$ cat src/rtl/vscan_pkg.sv
package vscan_pkg;

  typedef enum logic [2:0] {
    ST_IDLE,
    ST_ARMED,
    ST_LEAD,
    ST_ACTIVE,
    ST_DONE
  } scan_st_e;

  // round-to-nearest conversion of a duration to clock ticks
  function automatic int ns_to_ticks(input int ns, input int tick_ns);
    return (ns + tick_ns / 2) / tick_ns;
  endfunction

endpackage

$ cat src/rtl/vscan_line_timer.sv
module vscan_line_timer #(
  parameter int TW   = 10,
  parameter int TMAX = 1023
) (
  input  logic          clk_i,
  input  logic          rst_ni,
  input  logic          restart_i,
  output logic [TW-1:0] tick_d_o
);

  localparam logic [TW-1:0] TickMax = TW'(TMAX);

  logic [TW-1:0] tick_q;

  // saturate so a missing strobe cannot wrap into a new window
  always_comb begin
    if (restart_i)              tick_d_o = '0;
    else if (tick_q == TickMax) tick_d_o = tick_q;
    else                        tick_d_o = tick_q + TW'(1);
  end

  always_ff @(posedge clk_i or negedge rst_ni) begin
    if (!rst_ni) tick_q <= TickMax;
    else         tick_q <= tick_d_o;
  end

endmodule

$ cat src/rtl/vscan_seq.sv
module vscan_seq
  import vscan_pkg::*;
#(
  parameter int NUM_LINES = 225
) (
  input  logic     clk_i,
  input  logic     rst_ni,
  input  logic     frame_stb_i,
  input  logic     line_stb_i,
  input  logic     scan_down_i,
  output scan_st_e st_d_o,
  output logic     first_d_o,
  output logic     vclk_a_o,
  output logic     scan_dir_o,
  output logic     done_o
);

  localparam int LW = $clog2(NUM_LINES + 1);
  localparam logic [LW-1:0] LastLine = LW'(NUM_LINES);

  scan_st_e      st_q;
  logic [LW-1:0] ln_q, ln_d;
  logic          toggle;

  always_comb begin
    st_d_o = st_q;
    ln_d   = ln_q;
    if (frame_stb_i) begin
      st_d_o = ST_ARMED;
      ln_d   = '0;
    end else if (line_stb_i) begin
      unique case (st_q)
        ST_ARMED: st_d_o = ST_LEAD;
        ST_LEAD: begin
          st_d_o = ST_ACTIVE;
          ln_d   = LW'(1);
        end
        ST_ACTIVE: begin
          if (ln_q == LastLine) st_d_o = ST_DONE;
          else                  ln_d   = ln_q + LW'(1);
        end
        default: st_d_o = st_q;
      endcase
    end
  end

  assign toggle    = line_stb_i && !frame_stb_i && (st_d_o == ST_ACTIVE);
  assign first_d_o = (st_d_o == ST_ACTIVE) && (ln_d == LW'(1));

  always_ff @(posedge clk_i or negedge rst_ni) begin
    if (!rst_ni) begin
      st_q       <= ST_IDLE;
      ln_q       <= '0;
      vclk_a_o   <= 1'b0;
      scan_dir_o <= 1'b0;
      done_o     <= 1'b0;
    end else begin
      st_q     <= st_d_o;
      ln_q     <= ln_d;
      vclk_a_o <= vclk_a_o ^ toggle;
      if (frame_stb_i) scan_dir_o <= scan_down_i;
      done_o   <= (st_d_o == ST_DONE);
    end
  end

endmodule

$ cat src/rtl/vscan_pulse_dec.sv
module vscan_pulse_dec
  import vscan_pkg::*;
#(
  parameter int TW          = 10,
  parameter int LINE_T      = 512,
  parameter int EN_DLY_T    = 18,
  parameter int EN_WID_T    = 48,
  parameter int PCG_WID_T   = 20,
  parameter int PCG_LEAD_T  = 8,
  parameter int VST_SETUP_T = 256,
  parameter int VST_HOLD_T  = 256
) (
  input  logic          clk_i,
  input  logic          rst_ni,
  input  logic [TW-1:0] tick_d_i,
  input  scan_st_e      st_d_i,
  input  logic          first_d_i,
  output logic          gate_en_o,
  output logic          prechg_o,
  output logic          vst_o
);

  localparam logic [TW-1:0] EnLo  = TW'(EN_DLY_T);
  localparam logic [TW-1:0] EnHi  = TW'(EN_DLY_T + EN_WID_T);
  localparam logic [TW-1:0] PcgLo = TW'(LINE_T - PCG_LEAD_T - PCG_WID_T);
  localparam logic [TW-1:0] PcgHi = TW'(LINE_T - PCG_LEAD_T);
  localparam logic [TW-1:0] VsLo  = TW'(LINE_T - VST_SETUP_T);
  localparam logic [TW-1:0] VsHi  = TW'(VST_HOLD_T);

  logic active_d, en_d, pcg_d, vst_d;

  // decode from next-state values so outputs align with the strobe edge
  assign active_d = (st_d_i == ST_ACTIVE);
  assign en_d     = active_d && (tick_d_i >= EnLo)  && (tick_d_i < EnHi);
  assign pcg_d    = active_d && (tick_d_i >= PcgLo) && (tick_d_i < PcgHi);
  assign vst_d    = ((st_d_i == ST_LEAD) && (tick_d_i >= VsLo)) ||
                    (first_d_i && (tick_d_i < VsHi));

  always_ff @(posedge clk_i or negedge rst_ni) begin
    if (!rst_ni) begin
      gate_en_o <= 1'b0;
      prechg_o  <= 1'b0;
      vst_o     <= 1'b0;
    end else begin
      gate_en_o <= en_d;
      prechg_o  <= pcg_d;
      vst_o     <= vst_d;
    end
  end

endmodule

$ cat src/rtl/vscan_gen.sv
module vscan_gen
  import vscan_pkg::*;
#(
  parameter int NUM_LINES    = 225,
  parameter int TICK_NS      = 125,
  parameter int LINE_NS      = 64000,
  parameter int EN_DLY_NS    = 2200,
  parameter int EN_WID_NS    = 6000,
  parameter int PCG_WID_NS   = 2500,
  parameter int PCG_LEAD_NS  = 1000,
  parameter int VST_SETUP_NS = 32000,
  parameter int VST_HOLD_NS  = 32000
) (
  input  logic clk_i,
  input  logic rst_ni,
  input  logic line_stb_i,
  input  logic frame_stb_i,
  input  logic scan_down_i,
  output logic vst_o,
  output logic vclk_a_o,
  output logic vclk_b_o,
  output logic gate_en_o,
  output logic prechg_o,
  output logic scan_dir_o,
  output logic done_o
);

  localparam int LINE_T      = ns_to_ticks(LINE_NS, TICK_NS);
  localparam int EN_DLY_T    = ns_to_ticks(EN_DLY_NS, TICK_NS);
  localparam int EN_WID_T    = ns_to_ticks(EN_WID_NS, TICK_NS);
  localparam int PCG_WID_T   = ns_to_ticks(PCG_WID_NS, TICK_NS);
  localparam int PCG_LEAD_T  = ns_to_ticks(PCG_LEAD_NS, TICK_NS);
  localparam int VST_SETUP_T = ns_to_ticks(VST_SETUP_NS, TICK_NS);
  localparam int VST_HOLD_T  = ns_to_ticks(VST_HOLD_NS, TICK_NS);
  localparam int TMAX        = 2 * LINE_T;
  localparam int TW          = $clog2(TMAX + 1);

  if ((EN_DLY_T + EN_WID_T > LINE_T - PCG_LEAD_T - PCG_WID_T) ||
      (PCG_LEAD_T + PCG_WID_T > LINE_T) ||
      (VST_SETUP_T > LINE_T) || (VST_HOLD_T > LINE_T) ||
      (EN_WID_T < 1) || (PCG_WID_T < 1)) begin : g_bad_timing
    $error("vscan_gen: enable/precharge windows do not fit one line");
  end

  logic [TW-1:0] tick_d;
  scan_st_e      st_d;
  logic          first_d;

  vscan_line_timer #(
    .TW  (TW),
    .TMAX(TMAX)
  ) u_timer (
    .clk_i    (clk_i),
    .rst_ni   (rst_ni),
    .restart_i(line_stb_i),
    .tick_d_o (tick_d)
  );

  vscan_seq #(
    .NUM_LINES(NUM_LINES)
  ) u_seq (
    .clk_i      (clk_i),
    .rst_ni     (rst_ni),
    .frame_stb_i(frame_stb_i),
    .line_stb_i (line_stb_i),
    .scan_down_i(scan_down_i),
    .st_d_o     (st_d),
    .first_d_o  (first_d),
    .vclk_a_o   (vclk_a_o),
    .scan_dir_o (scan_dir_o),
    .done_o     (done_o)
  );

  vscan_pulse_dec #(
    .TW         (TW),
    .LINE_T     (LINE_T),
    .EN_DLY_T   (EN_DLY_T),
    .EN_WID_T   (EN_WID_T),
    .PCG_WID_T  (PCG_WID_T),
    .PCG_LEAD_T (PCG_LEAD_T),
    .VST_SETUP_T(VST_SETUP_T),
    .VST_HOLD_T (VST_HOLD_T)
  ) u_dec (
    .clk_i    (clk_i),
    .rst_ni   (rst_ni),
    .tick_d_i (tick_d),
    .st_d_i   (st_d),
    .first_d_i(first_d),
    .gate_en_o(gate_en_o),
    .prechg_o (prechg_o),
    .vst_o    (vst_o)
  );

  assign vclk_b_o = ~vclk_a_o;

endmodule

$ cat config.mk
export PLATFORM = sky130hd
export DESIGN_NAME = vscan_gen
export DESIGN_NICKNAME = d
export VERILOG_FILES = /design/src/rtl/vscan_pkg.sv /design/src/rtl/vscan_line_timer.sv /design/src/rtl/vscan_seq.sv /design/src/rtl/vscan_pulse_dec.sv /design/src/rtl/vscan_gen.sv
export SDC_FILE = /design/constraint.sdc
export NUM_CORES = 1
export LEC_CHECK = 0
export BUFFER_PORTS_ARGS = -buffer_cell sky130_fd_sc_hd__buf_2
export CORE_ASPECT_RATIO = 0.5
export CORE_MARGIN = 1.5
export CORE_UTILIZATION = 50
export CTS_CLUSTER_DIAMETER = 80
export CTS_CLUSTER_SIZE = 40
export DETAILED_ROUTE_END_ITERATION = 8
export PLACE_DENSITY = 0.78
export SYNTH_ARGS = -nofsm -noshare
export SYNTH_HDL_FRONTEND = slang
export SYNTH_SLANG_ARGS = --single-unit
$ cat constraint.sdc
create_clock -name clk_i -period 3.65 [get_ports clk_i]
set_input_delay 0.5475 -clock clk_i [delete_from_list [all_inputs] [get_ports clk_i]]
set_output_delay 0.5475 -clock clk_i [all_outputs]
set_load 0.02 [all_outputs]
==> flow_metrics.env, run 1 <==
export IMPL_cts_tree="built"
export IMPL_reg2reg_to="u_dec.gate_en_o"
export IMPL_die_width_um=85.0
export IMPL_finalNonFillerCells=235
export IMPL_crit_required_ns=3.85
export IMPL_dieHeight_um=44.0
export IMPL_synth_seq_area_share_pct=41.7
export IMPL_start_util_pct=54.3
export IMPL_antenna_found_initial=0
export IMPL_core_area_um2=3100
export IMPL_p_leak_nw=0.785
export IMPL_status="complete, but fails checks"
export IMPL_place_area_um2=1740
export IMPL_area_growth_pct=6.77
export IMPL_place_ws_ns=0.989
export IMPL_hpwlAfterDp_mm=2.29
export IMPL_fmax_ghz=0.420
export IMPL_rsz0062_at_grt="no"
export IMPL_clk_latency_ns=0.28
export IMPL_drt_pass1_iter_count=6
export IMPL_tns_ns=0
export IMPL_critPathKind="input port to register"
export IMPL_syn_inst=189
export IMPL_relSlewSlack_pct=58.9
export IMPL_setup_viol=0
export IMPL_cp_arrival_ns=2.58
export IMPL_slowest_stage="nand3b_1"
export IMPL_cp_max_fo=17
export IMPL_cts_root_buf="clkbuf_8"
export IMPL_io_pins=12
export IMPL_vdd_drop_max_mv=0.156
export IMPL_vias_per_cell=5.89
export IMPL_nets=205
export IMPL_dp_cells=231
export IMPL_grt_pass1_vias=1220
export IMPL_period_minus_slack_ns=2.38
export IMPL_p_total_mw=0.611
export IMPL_crit_chain="buf_2, nand3b_1, a41o_1, a211oi_1, o211ai_1, or3_1, a31oi_1"
export IMPL_clockBufferDepth=2
export IMPL_gp_congestion=0.880
export IMPL_clkTransAtPathRegs_ns=0.09
export IMPL_netlist_area_um2=1680
export IMPL_vias=1383
export IMPL_ctsResizeCount=0
export IMPL_rr_startpoint="u_seq.st_q[2]"
export IMPL_finalHoldViolCount=0
export IMPL_synthDistinctLibCells=43
export IMPL_clock_sinks=28
export IMPL_worst_pin_slew_ns=0.617
export IMPL_postLayoutCoreUtil_pct=58.0
export IMPL_dr_first_iter_drc_count=100
export IMPL_synth_top_area_cell="dfrtp_1"
export IMPL_synth_top_area_share_pct=40.1
export IMPL_slew_violations=0
export IMPL_r2r_cells=6
export IMPL_numPortBuffers=11
export IMPL_diodes=0
export IMPL_yosysWarnings=0
export IMPL_drc_errors=1
export IMPL_crit_path_start_kind="input port"
export IMPL_min_path_type="input port to asynchronous set/reset pin"
export IMPL_fin_hold_ws_ns=0.272
export IMPL_ys_flop_type="dfrtp_1"
export IMPL_cts_buffers=3
export IMPL_synth_top_cells_by_area="dfrtp_1 40%, a21oi_1 3.6%, nor2_1 3.6%"
export IMPL_ys_ff_latch=28
export IMPL_syn_area_per_cell_um2=8.90
export IMPL_cts_max_level=1
export IMPL_post_cts_buffers=0
export IMPL_drive_gt1_share_pct=9.74
export IMPL_max_cap_violations=0
export IMPL_async_flop_share_pct=100
export IMPL_ctsHoldBuffers=0
export IMPL_dieArea_um2=3740
export IMPL_skew_ns=0.00369
export IMPL_grt_usage_pct=18.9
export IMPL_cp_end_kind="register"
export IMPL_setup_ws_ns=1.27
export IMPL_p_per_area_nw_per_um2=340
export IMPL_drtAntennaViolNets=0
export IMPL_synth_nets=198
export IMPL_wl_mm=3.23
export IMPL_grt_max_degree=29
export IMPL_fin_area_um2=1800
export IMPL_final_common_cell="dfrtp_1"
export IMPL_drt_wirelength_per_cell_um=13.7
export IMPL_mostFrequentLayoutCells="27 x dfrtp_1, 16 x nor2_1, 14 x nand2_1"
export IMPL_slowest_delay_ns=0.44
export IMPL_violations="design-rule violations"
export IMPL_synth_edf_count=0
export IMPL_rows=14
export IMPL_reg2reg_slack_ns=1.28
export IMPL_grt_pass1_wl_mm=5.40
export IMPL_overflow=0
export IMPL_fin_crit_sh_pct=65.2
==> final cells by class <==
type | count | area [µm²]
Sequential cell | 28 | 702
Timing Repair Buffer | 11 | 55.1
Clock buffer | 4 | 55.1
Tap cell | 40 | 50.0
Multi-Input combinational cell | 141 | 893
Inverter | 11 | 41.3
Fill cell | 264 | 1300
==> worst max path at each step <==
stage | startpoint | to | slack, ns | depth (start not counted)
after floorplan | u_timer.tick_q[0] | u_dec.gate_en_o | 1.56 | 8
after global routing | line_stb_i | u_dec.gate_en_o | 1.11 | 7
after CTS | line_stb_i | u_dec.gate_en_o | 1.29 | 7
final | line_stb_i | u_dec.gate_en_o | 1.27 | 7
after global placement | line_stb_i | u_dec.gate_en_o | 1.11 | 7
after detailed placement | line_stb_i | u_dec.gate_en_o | 0.99 | 7
==> flip-flops by register name, summed over array words and instances (netlist names) <==
| signal | cells |
|---|---|
| u_seq.vclk_a_o | 1 |
| u_seq.done_o | 1 |
| u_dec.gate_en_o | 1 |
| u_dec.prechg_o | 1 |
| u_timer.tick_q | 11 |
| u_seq.st_q | 3 |
| u_seq.ln_q | 8 |
| u_dec.vst_o | 1 |
| u_seq.scan_dir_o | 1 |
==> synth_stat cells, drive strengths merged, types with 2 or more instances <==
cell / n
dfrtp: 27
nor2: 16
nand2: 14
a21oi: 12
inv: 11
o21ai: 9
nand3: 7
nor3: 7
clkbuf: 6
xor2: 6
and3: 5
nand4: 5
nor4: 5
xnor2: 5
ha: 4
nand2b: 4
or4: 4
a31oi: 3
and2: 3
and4: 3
buf: 3
o211ai: 3
o21a: 3
a41o: 2
mux2i: 2
nand3b: 2
nor2b: 2
nor4bb: 2
o31ai: 2
or3: 2
==> report_power, final <==
group | internal (mW) | switching [mW] | total [mW] | leakage [nW]
logic | 0.0300 | 0.0550 | 0.0851 | 0.381
registers | 0.322 | 0.0122 | 0.334 | 0.375
clock network | 0.0967 | 0.0950 | 0.192 | 0.0288
==> worst max-delay path: cells and delay by family <==
kind | cells | cell delay [ns]
compound gates | 4 | 1.01
simple gates | 2 | 0.77
buf+inv | 1 | 0.24
==> cell families (layout without fill, tap and decap cells) <==
kind of cell / Yosys count / after routing / share of synthesized area, %
and+or+nand+nor: 85 / 85 / 28.3
xor gates and xnor gates: 11 / 11 / 5.72
buffers and inverters: 20 / 26 / 5.20
DFF: 28 / 28 / 41.7
AOI/OAI and AO/OA: 37 / 37 / 13.6
adders and majority gates: 5 / 5 / 3.57
muxes: 3 / 3 / 1.86
==> layer usage <==
metal  GRT usage (%)  vias up  wire, µm
li1                -      689         -
met1            24.6      664      1580
met2            31.7       26      1500
met3            4.48        4       114
met4            6.89        0        31
met5               0        -         0
Power figures use the tool's default switching activity.
==> inputs of run 2 (changes only) <==
--- a/config.mk
+++ b/config.mk
@@ -5,6 +5,7 @@
 export SDC_FILE = /design/constraint.sdc
 export NUM_CORES = 1
 export LEC_CHECK = 0
+export ABC_AREA = 1
 export BUFFER_PORTS_ARGS = -buffer_cell sky130_fd_sc_hd__buf_2
 export CORE_ASPECT_RATIO = 0.5
 export CORE_MARGIN = 1.5
==> constraint.sdc (replaced) <==
create_clock -name clk_i -period 2.4 [get_ports clk_i]
set_input_delay 0.36 -clock clk_i [delete_from_list [all_inputs] [get_ports clk_i]]
set_output_delay 0.36 -clock clk_i [all_outputs]
set_load 0.02 [all_outputs]
==> flow_metrics.env, run 2 <==
export IMPL_synth_edf_count=0
export IMPL_critPathKind="register to register"
export IMPL_synth_top_family_by_area="simple AND/OR/NAND/NOR gates"
export IMPL_vdd_drop_max_mv=0.406
export IMPL_hpwlAfterDp_mm=2.82
export IMPL_dr_first_iter_drc_count=79
export IMPL_gp_congestion=0.935
export IMPL_synth_most_common_cell="nand2_1"
export IMPL_setup_viol=0
export IMPL_slew_violations=0
export IMPL_synth_commonest_cells="77 x nand2_1, 44 x inv_1, 29 x nor2_1, 27 x dfrtp_1, 19 x nand3_1"
export IMPL_vias=1568
export IMPL_synth_nets=263
export IMPL_area_growth_pct=10.3
export IMPL_synth_top_area_share_pct=38.2
export IMPL_grt_util_met1_pct=25.3
export IMPL_synth_top_cells_by_area="dfrtp_1 38%, nand2_1 16%, inv_1 9.3%"
export IMPL_synthSimpleGateAreaFrac_pct=41.0
export IMPL_final_common_cell="nand2_1"
export IMPL_cp_arrival_ns=1.95
export IMPL_drt_pass1_iter_count=4
export IMPL_drtAntennaViolNets=0
export IMPL_rows=15
export IMPL_grt_max_degree=29
export IMPL_top_usage_layer="met2"
export IMPL_relSlewSlack_pct=58.5
export IMPL_cp_end_kind="register"
export IMPL_post_cts_buffers=0
export IMPL_p_per_area_nw_per_um2=504
export IMPL_start_util_pct=51.8
export IMPL_diodes=0
export IMPL_reg2reg_slack_ns=0.62
export IMPL_dieHeight_um=45.1
export IMPL_core_area_um2=3420
export IMPL_nets=278
export IMPL_grt_use_met3_pct=3.66
export IMPL_synthDistinctLibCells=27
export IMPL_use_met2_pct=39.8
export IMPL_synth_top_area_cell="dfrtp_1"
export IMPL_drive_gt1_share_pct=13.4
export IMPL_grt_pass1_vias=1493
export IMPL_clkTransAtPathRegs_ns=0.09
export IMPL_ctsHoldBuffers=0
export IMPL_synth_compound_area_share_pct=5.23
export IMPL_syn_area_per_cell_um2=6.97
export IMPL_postLayoutCoreUtil_pct=57.2
export IMPL_p_leak_nw=1.11
export IMPL_min_path_type="input port to asynchronous set/reset pin"
export IMPL_grt_pass1_wl_mm=6.40
export IMPL_antenna_found_initial=0
export IMPL_cts_root_buf="clkbuf_8"
export IMPL_crit_required_ns=2.57
export IMPL_io_pins=12
export IMPL_clockBufferDepth=2
export IMPL_period_minus_slack_ns=1.78
export IMPL_finalHoldViolCount=0
export IMPL_rr_startpoint="u_seq.ln_q[0]"
export IMPL_dieArea_um2=3930
export IMPL_largest_reg_flops=11
export IMPL_clock_sinks=28
export IMPL_async_flop_share_pct=100
export IMPL_max_cap_violations=0
export IMPL_syn_inst=254
export IMPL_top_regs="u_timer.tick_q: 11 flops, u_seq.ln_q: 8 flops, u_seq.st_q: 3 flops"
export IMPL_numPortBuffers=11
export IMPL_wl_mm=3.69
export IMPL_ctsResizeCount=0
export IMPL_clk_latency_ns=0.28
export IMPL_synth_xor_area_share_pct=0.495
export IMPL_setup_ws_ns=0.621
export IMPL_die_width_um=87.2
export IMPL_tns_ns=0
export IMPL_grt_usage_pct=21.1
export IMPL_p_total_mw=0.984
export IMPL_crit_path_start_kind="register"
export IMPL_place_area_um2=1880
export IMPL_drc_errors=0
export IMPL_largest_register="u_timer.tick_q"
export IMPL_ys_ff_latch=28
export IMPL_cts_tree="built"
export IMPL_synthAdderAreaFrac_pct=2.83
export IMPL_skew_ns=0.00186
export IMPL_synth_seq_area_share_pct=39.6
export IMPL_netlist_area_um2=1770
export IMPL_rsz0062_at_grt="no"
export IMPL_crit_start="u_seq.ln_q[0]"
export IMPL_cts_buffers=3
export IMPL_status="completed"
export IMPL_synth_area_mux_share_pct=0
export IMPL_drt_wirelength_per_cell_um=11.6
export IMPL_mostFrequentLayoutCells="77 x nand2_1, 44 x inv_1, 29 x nor2_1"
export IMPL_fin_area_um2=1950
export IMPL_vias_per_cell=4.92
export IMPL_fmax_ghz=0.562
export IMPL_yosysWarnings=0
export IMPL_cp_max_fo=6
export IMPL_worst_pin_slew_ns=0.622
export IMPL_place_ws_ns=0.666
export IMPL_fin_crit_sh_pct=74.1
export IMPL_cts_max_level=1
export IMPL_ys_flop_type="dfrtp_1"
export IMPL_overflow=0
==> run 2: cell types whose count changed in the layout (fill, tap and decap cells not counted), sizes merged, moves of 4 or more <==
cell    before  now
inv         11   48
nand2b       4    0
and3         5    0
a21oi       12    7
xnor2        5    0
nor4         5    0
or4          4    0
nand3        7   19
nor2        16   32
nand2       14   83
xor2         6    1
==> run 2: cell families (layout without fill, tap and decap cells) <==
logic type | after synthesis | count (layout)
AO/OA/AOI/OAI | 16 | 16
XOR/XNOR | 1 | 1
adder cells (fa/ha/maj) | 4 | 4
buffers and inverters | 50 | 64
flip-flops | 28 | 28
AND/OR/NAND/NOR | 155 | 155
==> run 2: final cells by class <==
class                      instances  area, µm²
clock inverter                     1       30.0
tap                               51       63.8
inverter                          49        184
timing repair buffer              11       55.1
multi-input combinational        176        877
clock buffer                       3       41.3
sequential                        28        702
fill                             325       1460
==> run 2: where the power goes <==
group          total (mW)  switching [mW]  internal (mW)
clock               0.372           0.149          0.223
combinational       0.112          0.0802         0.0320
sequential          0.500          0.0133          0.487
==> run 2: worst max-delay path, stage by stage (launching register included) <==
cell and delay, ns:
dfrtp_1 0.47, ha_1 0.20, nand2_1 0.06, nor2_1 0.15, nand2_2 0.13, o21ai_1 0.21
nor2_1 0.10, nand2_1 0.14, inv_1 0.07, nand4_1 0.07, nand2_1 0.07
==> run 2: worst paths after layout <==
check / endpoint / cells after the start
setup / recovery: u_seq.vclk_a_o / 10
hold reg to reg: u_seq.scan_dir_o / 2
max in group asynchronous: u_seq.ln_q[2] / 1
setup reg to reg: u_seq.vclk_a_o / 10
min in group clk_i: u_seq.scan_dir_o / 3
hold / removal: u_seq.ln_q[6] / 1
==> run 2: per-layer routing <==
layer	vias up	wire, µm	share of wire [%]
met3	4	83	2.2
met2	15	1900	51
met5	-	0	0
met1	733	1690	46
li1	816	-	-
met4	0	25	0.68
==> run 2: through the flow <==
stage | instances | hold WS (ns)
after detailed placement | 315 | 0.408
final | 319 | 0.0842
after global routing | 319 | 0.108
after CTS | 319 | 0.0957
after floorplan | 254 | 0.0644
after global placement | 315 | 0.399
